File: config.mk
export PLATFORM = sky130hd
export DESIGN_NAME = pgwr_seq
export DESIGN_NICKNAME = d
export VERILOG_FILES = /design/src/rtl/pgwr_pkg.sv /design/src/rtl/pgwr_chunk.sv /design/src/rtl/pgwr_hdr.sv /design/src/rtl/pgwr_wait.sv /design/src/rtl/pgwr_seq.sv
export SDC_FILE = /design/constraint.sdc
export NUM_CORES = 1
export LEC_CHECK = 0
export BUFFER_PORTS_ARGS = -buffer_cell sky130_fd_sc_hd__buf_2
export CELL_PAD_IN_SITES_DETAIL_PLACEMENT = 1
export CELL_PAD_IN_SITES_GLOBAL_PLACEMENT = 1
export CORE_MARGIN = 1
export CORE_UTILIZATION = 46
export CTS_BUF_LIST = sky130_fd_sc_hd__clkbuf_8
export CTS_CLUSTER_DIAMETER = 200
export DETAILED_ROUTE_END_ITERATION = 8
export GPL_TIMING_DRIVEN = 0
export PLACE_DENSITY = 0.93
export SETUP_SLACK_MARGIN = 0.4
export SLEW_MARGIN = 30
export SYNTH_ARGS = -nofsm -noshare
export SYNTH_HDL_FRONTEND = slang
export SYNTH_SLANG_ARGS = --single-unit
File: constraint.sdc
create_clock -name clk -period 6.7 [get_ports clk]
set_input_delay 1.005 -clock clk [delete_from_list [all_inputs] [get_ports clk]]
set_output_delay 1.005 -clock clk [all_outputs]
set_load 0.05 [all_outputs]
File: src/rtl/pgwr_pkg.sv
package pgwr_pkg;
  localparam int ADDR_BITS = 24;

  typedef enum logic [2:0] {
    S_IDLE,
    S_CHUNK,
    S_HDR,
    S_DATA,
    S_POLL,
    S_FIN
  } state_t;

  typedef enum logic [1:0] {
    OP_PRE,
    OP_PROG,
    OP_CMP
  } op_t;

  localparam logic [7:0] CODE_PRELOAD = 8'h53;
  localparam logic [7:0] CODE_PROGRAM = 8'h82;
  localparam logic [7:0] CODE_COMPARE = 8'h60;
  localparam logic [7:0] CODE_STATUS  = 8'hD7;

  localparam logic [1:0] ERR_NONE     = 2'd0;
  localparam logic [1:0] ERR_MISMATCH = 2'd1;
  localparam logic [1:0] ERR_TIMEOUT  = 2'd2;
endpackage

File: src/rtl/pgwr_chunk.sv
// Length of the piece that starts at the current column.
module pgwr_chunk #(
  parameter int PAGE_SIZE = 264,
  parameter int COL_W     = 9,
  parameter int LEN_W     = 16
) (
  input  logic [COL_W-1:0] col,
  input  logic [LEN_W-1:0] rem,
  output logic [LEN_W-1:0] chunk,
  output logic             partial
);
  localparam logic [LEN_W-1:0] PS = LEN_W'(PAGE_SIZE);

  logic [LEN_W-1:0] room;

  always_comb begin
    room    = PS - LEN_W'(col);
    chunk   = (rem < room) ? rem : room;
    partial = (chunk != PS);
  end
endmodule

File: src/rtl/pgwr_hdr.sv
// Command header byte selector: opcode then three address bytes.
module pgwr_hdr
  import pgwr_pkg::*;
#(
  parameter int PAGE_SHIFT = 9,
  parameter int COL_W      = 9,
  parameter int PAGE_W     = ADDR_BITS - PAGE_SHIFT
) (
  input  op_t               op,
  input  logic [PAGE_W-1:0] page,
  input  logic [COL_W-1:0]  col,
  input  logic [1:0]        idx,
  output logic [7:0]        hdr_byte
);
  logic [ADDR_BITS-1:0] base;
  logic [ADDR_BITS-1:0] full;
  logic [ADDR_BITS-1:0] addr;
  logic [7:0]           opcode;

  always_comb begin
    base = {page, {PAGE_SHIFT{1'b0}}};
    full = base + ADDR_BITS'(col);
    if (op == OP_PROG) begin
      addr = full;
    end else begin
      addr = {base[ADDR_BITS-1:8], 8'h00};
    end
    case (op)
      OP_PRE:  opcode = CODE_PRELOAD;
      OP_CMP:  opcode = CODE_COMPARE;
      default: opcode = CODE_PROGRAM;
    endcase
    case (idx)
      2'd0:    hdr_byte = opcode;
      2'd1:    hdr_byte = addr[23:16];
      2'd2:    hdr_byte = addr[15:8];
      default: hdr_byte = addr[7:0];
    endcase
  end
endmodule

File: src/rtl/pgwr_wait.sv
// Counts busy status replies within one readiness wait.
module pgwr_wait #(
  parameter int MAX_POLLS = 4096,
  parameter int CW        = $clog2(MAX_POLLS + 1)
) (
  input  logic clk,
  input  logic rst_n,
  input  logic clr,
  input  logic bump,
  output logic expired
);
  logic [CW-1:0] cnt_q;
  logic [CW-1:0] cnt_d;
  logic          cnt_en;

  always_comb begin
    cnt_en  = clr | bump;
    cnt_d   = clr ? '0 : cnt_q + 1'b1;
    expired = (cnt_q == CW'(MAX_POLLS - 1));
  end

  always_ff @(posedge clk or negedge rst_n) begin
    if (!rst_n) begin
      cnt_q <= '0;
    end else if (cnt_en) begin
      cnt_q <= cnt_d;
    end
  end
endmodule

File: src/rtl/pgwr_seq.sv
// Page-splitting write sequencer for a buffered serial flash.
module pgwr_seq
  import pgwr_pkg::*;
#(
  parameter int PAGE_SIZE  = 264,
  parameter int PAGE_SHIFT = 9,
  parameter int LEN_W      = 16,
  parameter int MAX_POLLS  = 4096,
  parameter int COL_W      = $clog2(PAGE_SIZE),
  parameter int PAGE_W     = ADDR_BITS - PAGE_SHIFT
) (
  input  logic              clk,
  input  logic              rst_n,
  input  logic              start,
  input  logic [PAGE_W-1:0] start_page,
  input  logic [COL_W-1:0]  start_col,
  input  logic [LEN_W-1:0]  start_len,
  input  logic              verify_en,
  output logic              busy,
  output logic              done,
  output logic [1:0]        err_code,
  input  logic              din_valid,
  input  logic [7:0]        din_data,
  output logic              din_ready,
  output logic              xfer_req,
  output logic [7:0]        xfer_byte,
  output logic              xfer_end,
  input  logic              xfer_ack,
  input  logic [7:0]        xfer_rx
);
  state_t            state_q, state_d;
  op_t               op_q, op_d;
  logic [1:0]        idx_q, idx_d;
  logic [PAGE_W-1:0] page_q, page_d;
  logic [COL_W-1:0]  col_q, col_d;
  logic [LEN_W-1:0]  rem_q, rem_d;
  logic [LEN_W-1:0]  cnt_q, cnt_d;
  logic              verify_q, verify_d;
  logic [1:0]        err_q, err_d;

  logic [LEN_W-1:0]  chunk;
  logic              partial;
  logic [7:0]        hdr_byte;
  logic              wait_clr;
  logic              wait_bump;
  logic              wait_expired;
  logic              advance;
  logic              last_data;
  logic              rx_unused;

  assign rx_unused = ^xfer_rx[5:0];

  pgwr_chunk #(
    .PAGE_SIZE(PAGE_SIZE),
    .COL_W    (COL_W),
    .LEN_W    (LEN_W)
  ) u_chunk (
    .col    (col_q),
    .rem    (rem_q),
    .chunk  (chunk),
    .partial(partial)
  );

  pgwr_hdr #(
    .PAGE_SHIFT(PAGE_SHIFT),
    .COL_W     (COL_W),
    .PAGE_W    (PAGE_W)
  ) u_hdr (
    .op      (op_q),
    .page    (page_q),
    .col     (col_q),
    .idx     (idx_q),
    .hdr_byte(hdr_byte)
  );

  pgwr_wait #(
    .MAX_POLLS(MAX_POLLS)
  ) u_wait (
    .clk    (clk),
    .rst_n  (rst_n),
    .clr    (wait_clr),
    .bump   (wait_bump),
    .expired(wait_expired)
  );

  assign last_data = (cnt_q == chunk - 1'b1);

  // Next-state logic
  always_comb begin
    state_d   = state_q;
    op_d      = op_q;
    idx_d     = idx_q;
    page_d    = page_q;
    col_d     = col_q;
    rem_d     = rem_q;
    cnt_d     = cnt_q;
    verify_d  = verify_q;
    err_d     = err_q;
    wait_clr  = 1'b0;
    wait_bump = 1'b0;
    advance   = 1'b0;

    case (state_q)
      S_IDLE: begin
        if (start) begin
          page_d   = start_page;
          col_d    = start_col;
          rem_d    = start_len;
          verify_d = verify_en;
          err_d    = ERR_NONE;
          state_d  = S_CHUNK;
        end
      end
      S_CHUNK: begin
        if (rem_q == '0) begin
          state_d = S_FIN;
        end else begin
          op_d    = partial ? OP_PRE : OP_PROG;
          idx_d   = 2'd0;
          state_d = S_HDR;
        end
      end
      S_HDR: begin
        if (xfer_ack) begin
          if (idx_q == 2'd3) begin
            idx_d = 2'd0;
            if (op_q == OP_PROG) begin
              cnt_d   = '0;
              state_d = S_DATA;
            end else begin
              wait_clr = 1'b1;
              state_d  = S_POLL;
            end
          end else begin
            idx_d = idx_q + 1'b1;
          end
        end
      end
      S_DATA: begin
        if (xfer_ack) begin
          cnt_d = cnt_q + 1'b1;
          if (last_data) begin
            wait_clr = 1'b1;
            idx_d    = 2'd0;
            state_d  = S_POLL;
          end
        end
      end
      S_POLL: begin
        if (xfer_ack) begin
          if (idx_q == 2'd0) begin
            idx_d = 2'd1;
          end else begin
            idx_d = 2'd0;
            if (xfer_rx[7]) begin
              case (op_q)
                OP_PRE: begin
                  op_d    = OP_PROG;
                  state_d = S_HDR;
                end
                OP_PROG: begin
                  if (verify_q) begin
                    op_d    = OP_CMP;
                    state_d = S_HDR;
                  end else begin
                    advance = 1'b1;
                  end
                end
                default: begin
                  if (xfer_rx[6]) begin
                    err_d   = ERR_MISMATCH;
                    state_d = S_FIN;
                  end else begin
                    advance = 1'b1;
                  end
                end
              endcase
            end else if (wait_expired) begin
              err_d   = ERR_TIMEOUT;
              state_d = S_FIN;
            end else begin
              wait_bump = 1'b1;
            end
          end
        end
      end
      S_FIN: begin
        state_d = S_IDLE;
      end
      default: begin
        state_d = S_IDLE;
      end
    endcase

    if (advance) begin
      rem_d   = rem_q - chunk;
      page_d  = page_q + 1'b1;
      col_d   = '0;
      state_d = S_CHUNK;
    end
  end

  // Registers
  always_ff @(posedge clk or negedge rst_n) begin
    if (!rst_n) begin
      state_q  <= S_IDLE;
      op_q     <= OP_PROG;
      idx_q    <= 2'd0;
      page_q   <= '0;
      col_q    <= '0;
      rem_q    <= '0;
      cnt_q    <= '0;
      verify_q <= 1'b0;
      err_q    <= ERR_NONE;
    end else begin
      state_q  <= state_d;
      op_q     <= op_d;
      idx_q    <= idx_d;
      page_q   <= page_d;
      col_q    <= col_d;
      rem_q    <= rem_d;
      cnt_q    <= cnt_d;
      verify_q <= verify_d;
      err_q    <= err_d;
    end
  end

  // Outputs
  always_comb begin
    busy      = (state_q != S_IDLE);
    done      = (state_q == S_FIN);
    err_code  = err_q;
    din_ready = (state_q == S_DATA) && xfer_ack;
    xfer_req  = 1'b0;
    xfer_byte = 8'h00;
    xfer_end  = 1'b0;
    case (state_q)
      S_HDR: begin
        xfer_req  = 1'b1;
        xfer_byte = hdr_byte;
        xfer_end  = (idx_q == 2'd3) && (op_q != OP_PROG);
      end
      S_DATA: begin
        xfer_req  = din_valid;
        xfer_byte = din_data;
        xfer_end  = last_data;
      end
      S_POLL: begin
        xfer_req  = 1'b1;
        xfer_byte = (idx_q == 2'd0) ? CODE_STATUS : 8'h00;
        xfer_end  = (idx_q == 2'd1);
      end
      default: begin
        xfer_req = 1'b0;
      end
    endcase
  end
endmodule

# Yosys cells after proc, flatten, opt, wreduce, memory -nomap -nowiden
# Index checks and enable logic that the tools add are counted.
# totals
ff_bits	79
inputBits	62
out_inout_bits	15
# op_classes
addsub	8
magnitude_cmp	1
n_eq_ne	39
mux	81
n_bitwise	1
n_reduce_logical	22
# ops
op	count
16-bit two-way mux	8
8-bit case mux with 3 select lines	2
15-bit two-way mux	3
3-bit two-way mux	14
2-bit two-way mux	18
16-bit case mux with 2 select lines	1
3-bit != test (second input constant)	10
9-bit two-way mux	3
24-bit by 9-bit adder with 24-bit output	1
24-bit two-way mux	1
2-bit != test (second input constant)	10
1-bit two-way mux	18
16-bit by 1-bit adder with 16-bit output (second input constant)	1
16-bit equality test	1
16-bit logical NOT	1
16-bit < comparator	1
16-bit by 9-bit != test with 1-bit output (second input constant)	1
8-bit case mux with 2 select lines	1
16-bit by 1-bit subtractor with 16-bit output (second input constant)	1
16-bit subtractor	1
15-bit by 1-bit adder with 15-bit output (second input constant)	1
3-bit case mux with 5 select lines	1
7-bit AND reduction	2
13-bit by 1-bit adder with 13-bit output (second input constant)	1
32 further kinds	50

# Logic depth before layout (Yosys ltp)
# logic_depth
ltp_word	9
mapped_depth	30
depth_no_buf	27

# Cells and area by module
# Synthesis repeated with hierarchy kept, for this count alone.
# hier_totals
cells_unflattened	804
area_unflattened_um2	6593.8
# modules_own_cells
mod	n_inst	cells_each	area_per_inst_um2
pgwr_seq	1	602	4857.2
pgwr_chunk	1	103	834.6
pgwr_wait	1	66	680.7
pgwr_hdr	1	33	221.5

# Least setup slack after synthesis
# OpenSTA, ideal clock, no wires.
# synth_path
path_type	register to output
from	register col_q[0]
to	output port xfer_end
arrival_ns	5.459
required_time_ns	5.695
setup_slack_ns	0.236
stages_incl_launch_ff	28
path_buffers	4
cell_sequence	dfrtp_1 -> buf_2 -> inv_1 -> ha_1 -> nand2b_1 -> a21boi_1 -> xnor2_1 -> inv_1 -> ha_1 -> nand3_1 -> nor4_4 -> a2bb2oi_4 -> nand2_2 -> buf_2 -> buf_2 -> nor2_1 -> a21oi_1 -> ha_1 -> clkbuf_1 -> nand2_1 -> a211oi_2 -> a31oi_1 -> a2111oi_4 -> o221ai_2 -> or2_1 -> nor4_2 -> nand2_1 -> o21ai_0
# synth_between
elab_chain_len	6
# synth_rtl
item	line	source
start: declaration	pgwr_seq.sv:35	logic [COL_W-1:0] col_q, col_d;
start signal: assignment	pgwr_seq.sv:220	col_q <= col_d;
9-bit by 9-bit subtractor with 10-bit output (*)	pgwr_chunk.sv:17	room = PS - LEN_W'(col);
16-bit < comparator	pgwr_chunk.sv:18	chunk = (rem < room) ? rem : room;
16-bit two-way mux (*)	pgwr_chunk.sv:18	
16-bit by 1-bit subtractor with 16-bit output (*)	pgwr_seq.sv:86	assign last_data = (cnt_q == chunk - 1'b1);
16-bit equality test (*)	pgwr_seq.sv:86	
1-bit case mux with 3 select lines (*)	pgwr_seq.sv:237	case (state_q)
end: declaration	pgwr_seq.sv:27	output logic xfer_end,
# Every way passes the cells marked *; elsewhere a longest branch is shown, timed or not.

# Worst setup path in the final report
# Ends and elaborated chain as after synthesis.

==> metrics.md <==
| Metric | Value |
|---|---|
| Status | `finished with violations` |
| Failing checks | `setup timing` |
| Multi-input gate area | `5010 µm²` |
| Share of cells above drive strength 1 | `23.5%` |
| Longest Clk Path Bufs | `2` |
| Max Cap Violations | `0` |
| Num CTS Buffers | `9` |
| Startpoint types | `register` |
| Max-slew violations | `0` |
| Vias | `8426` |
| H-tree lvl count | `3` |
| CTS root buf | `clkbuf_8` |
| Fin crit period | `6.85 ns` |
| Clk slew on worst S/H paths | `0.10 ns` |
| Placeable Area | `14800 µm²` |
| Skew-Pair Late Insertion Delay | `0.41 ns` |
| Total gr overflow | `0` |
| Hpwl dp | `18.1 mm` |
| Top post-synthesis cells by area | `dfrtp_1 28%, ha_1 6.9%, nand2_1 5.8%` |
| Nets@finish | `1126` |
| Die area | `~16000 µm²` |
| CTS tree | `built` |
| Cell taking the most area after synthesis | `dfrtp_1` |
| Ys Warns | `0` |
| Reg2reg path depth | `33` |
| Main synth FF type | `dfrtp_1` |
| Setup TNS | `-0.150 ns` |
| Total track usage | `38.1%` |
| Hold_buf cts | `0` |
| Synth top area share | `between 20% and 30%` |
| WL/cell | `26.3 µm` |
| Top Layer Used | `met4` |
| Worst clock skew | `0.0197 ns` |
| Number of distinct library cells after synthesis | `90` |
| Worst r2r dst | `rem_q[12]` |
| Area delta synth->final | `22.2%` |
| Most common cell in the netlist | `nand2_1` |
| Slowest CP cell | `dfrtp_1` |
| Flop2flop setup slack | `0.27 ns` |
| Via-per-instance ratio | `6.95` |
| Worst reg2reg startpoint | `col_q[0]` |
| Clock Sinks | `79` |
| I/O pin total | `77` |
| Critical path arrival | `between 5 and 6 ns` |
| Reg area | `1980 µm²` |
| Relative slew slack | `a little under 30%` |
| Setup Viol. Count Final | `1` |
| Fmax | `0.146 GHz` |
| Final hold violations | `0` |
| Commonest cells in the netlist | `110 x nand2_1, 81 x nor2_1, 78 x dfrtp_1` |
| First-pass DRT Iterations | `5` |
| Synthesis-stage register bit count | `79` |
| Met3 wire length | `3.00 mm` |
| Initial antenna violation count | `1` |
| Site Rows | `44` |
| Routed WL | `between 30 and 40 mm` |
| Die W | `126 µm` |
| Hold Path Class | `primary input to asynchronous set/reset pin` |
| Async SR Flop Fraction | `100%` |
| Instance count of the mapped netlist | `889` |
| Post-synth EDFFs | `0` |
| Gpl congestion | `0.928` |
| DRT antenna net count | `0` |
| Die Height | `126 µm` |
| CP max FO | `9` |
| Worst-margin pin slew | `1.06 ns` |
| Fillers | `~1800` |
| Metal2 WL | `14.7 mm` |
| Period Utilization, post-route | `102%` |
| Syn avg cell area | `7.94 µm²` |
| Met1 WL | `11.4 mm` |
| DRC | `0` |
| Crit-path max cell delay | `approximately 0.40 ns` |
| Setup ws final | `-0.150 ns` |
| First-pass GRT wire length | `46.8 mm` |
| Sequential fraction of the synthesis area | `28.0%` |
| Mapped Area | `7060 µm²` |
| Syn nets | `991` |
| Number of global-route vias before repair | `8637` |
| Largest net degree at the start of global routing | `64` |
| Starting Density | `47.9%` |
| Crit end category | `output pin` |
| IO Port Bufs | `70` |
| RSZ-0062 raised after global routing | `yes` |
| CP required | `between 5 and 6 ns` |
| Setup Crit Path Kind | `register to output pin` |
| Critical Path Most Common Cell | `buf_6` |
| ANT cells | `0` |
| DR iter-0 viols | `843` |
| Post-place setup slack | `-0.823 ns` |
registers in the layout (all words and copies together), names as in the netlist, 3 cells and up:
name and flops:
page_q 15, cnt_q 16, col_q 9, state_q 3, u_wait.cnt_q 13, rem_q 16
what timing repair did:
action                     CTS  global route
gates cloned                 1             0
pin swaps                   21            12
gates resized for setup     50            20
setup endpoints to repair   25             6
buffers inserted            37            15
cell usage in the layout, fill, tap and decap left out, types with 8 or more instances in the layout:
| cell | instances |
|---|---|
| nand2_1 | 108 |
| nor2_1 | 78 |
| dfrtp_1 | 76 |
| buf_2 | 71 |
| a21oi_1 | 67 |
| buf_4 | 51 |
| o21ai_0 | 43 |
| inv_1 | 32 |
| ha_1 | 31 |
| clkbuf_1 | 30 |
| nor3_1 | 27 |
| nand3_1 | 26 |
| xnor2_1 | 23 |
| xor2_1 | 21 |
| and3_1 | 18 |
| nand4_1 | 14 |
| nor2_2 | 14 |
| nand2b_1 | 13 |
| a211oi_1 | 13 |
| buf_6 | 10 |
| nor3b_1 | 10 |
| nor2b_1 | 10 |
| clkbuf_8 | 10 |
| a31oi_1 | 9 |
| o21ai_1 | 8 |
| mux2i_1 | 8 |
| or3_1 | 8 |
per-layer routing:
layer	track usage, %	vias up
li1	-	3510
met1	43.4	4070
met2	63.1	606
met3	8.50	240
met4	27.8	0
met5	0	-
stage by stage:
stage               utilization [%]  area (µm²)  hold WS (ns)  std cells
finish                         58.5        8630         0.422       1212
global route                   58.5        8630         0.410       1212
CTS                            57.2        8440         0.431       1197
detailed placement             52.1        7680         0.497       1144
global placement               51.8        7640         0.484       1143
floorplan                         -        7060         0.454        889
critical path: cells and delay by family, from the launching register on:
kind                       cells  cell delay (ns)
xor gates and xnor gates       1             0.13
AOI/OAI and AO/OA              6             0.85
adders and majority gates      3             0.77
DFF                            1             0.40
buffers and inverters          8             1.17
and+or+nand+nor               12             2.08
logic make-up (layout without fill, tap and decap cells):
kind of cell	count (synthesis)	count (layout)	synth area share (%)
buffers and inverters	83	222	5.00
AO/OA/AOI/OAI	247	247	24.5
adder cells (fa/ha/maj)	40	40	7.19
AND/OR/NAND/NOR	378	378	27.1
flip-flops	79	79	28.0
multiplexers	15	15	2.41
XOR/XNOR	47	47	5.83
worst max-delay path by stage:
stage / startpoint / endpoint / slack, ns / depth (start not counted)
final: col_q[0] / xfer_end / -0.15 / 30
after global routing: col_q[3] / xfer_end / -0.39 / 27
after CTS: col_q[4] / xfer_end / 0.39 / 27
after detailed placement: col_q[0] / xfer_end / -0.82 / 28
after global placement: col_q[0] / xfer_end / -0.72 / 28
after floorplan: col_q[0] / xfer_end / 0.51 / 27
area by class of cell:
cell class | count | share of cell area, %
Buffer | 47 | 2.93
Timing Repair inverter | 1 | 0.0725
Multi-Input combinational cell | 727 | 58.0
Clock buffer | 10 | 1.60
Inverter | 36 | 1.65
Timing Repair Buffer | 123 | 9.14
Sequential cell | 79 | 23.0
Tap cell | 184 | 2.67
Clock inverter | 5 | 0.957
Power is not shown: default switching activity piles up to over one toggle a cycle in this logic, so the estimate is an artifact.
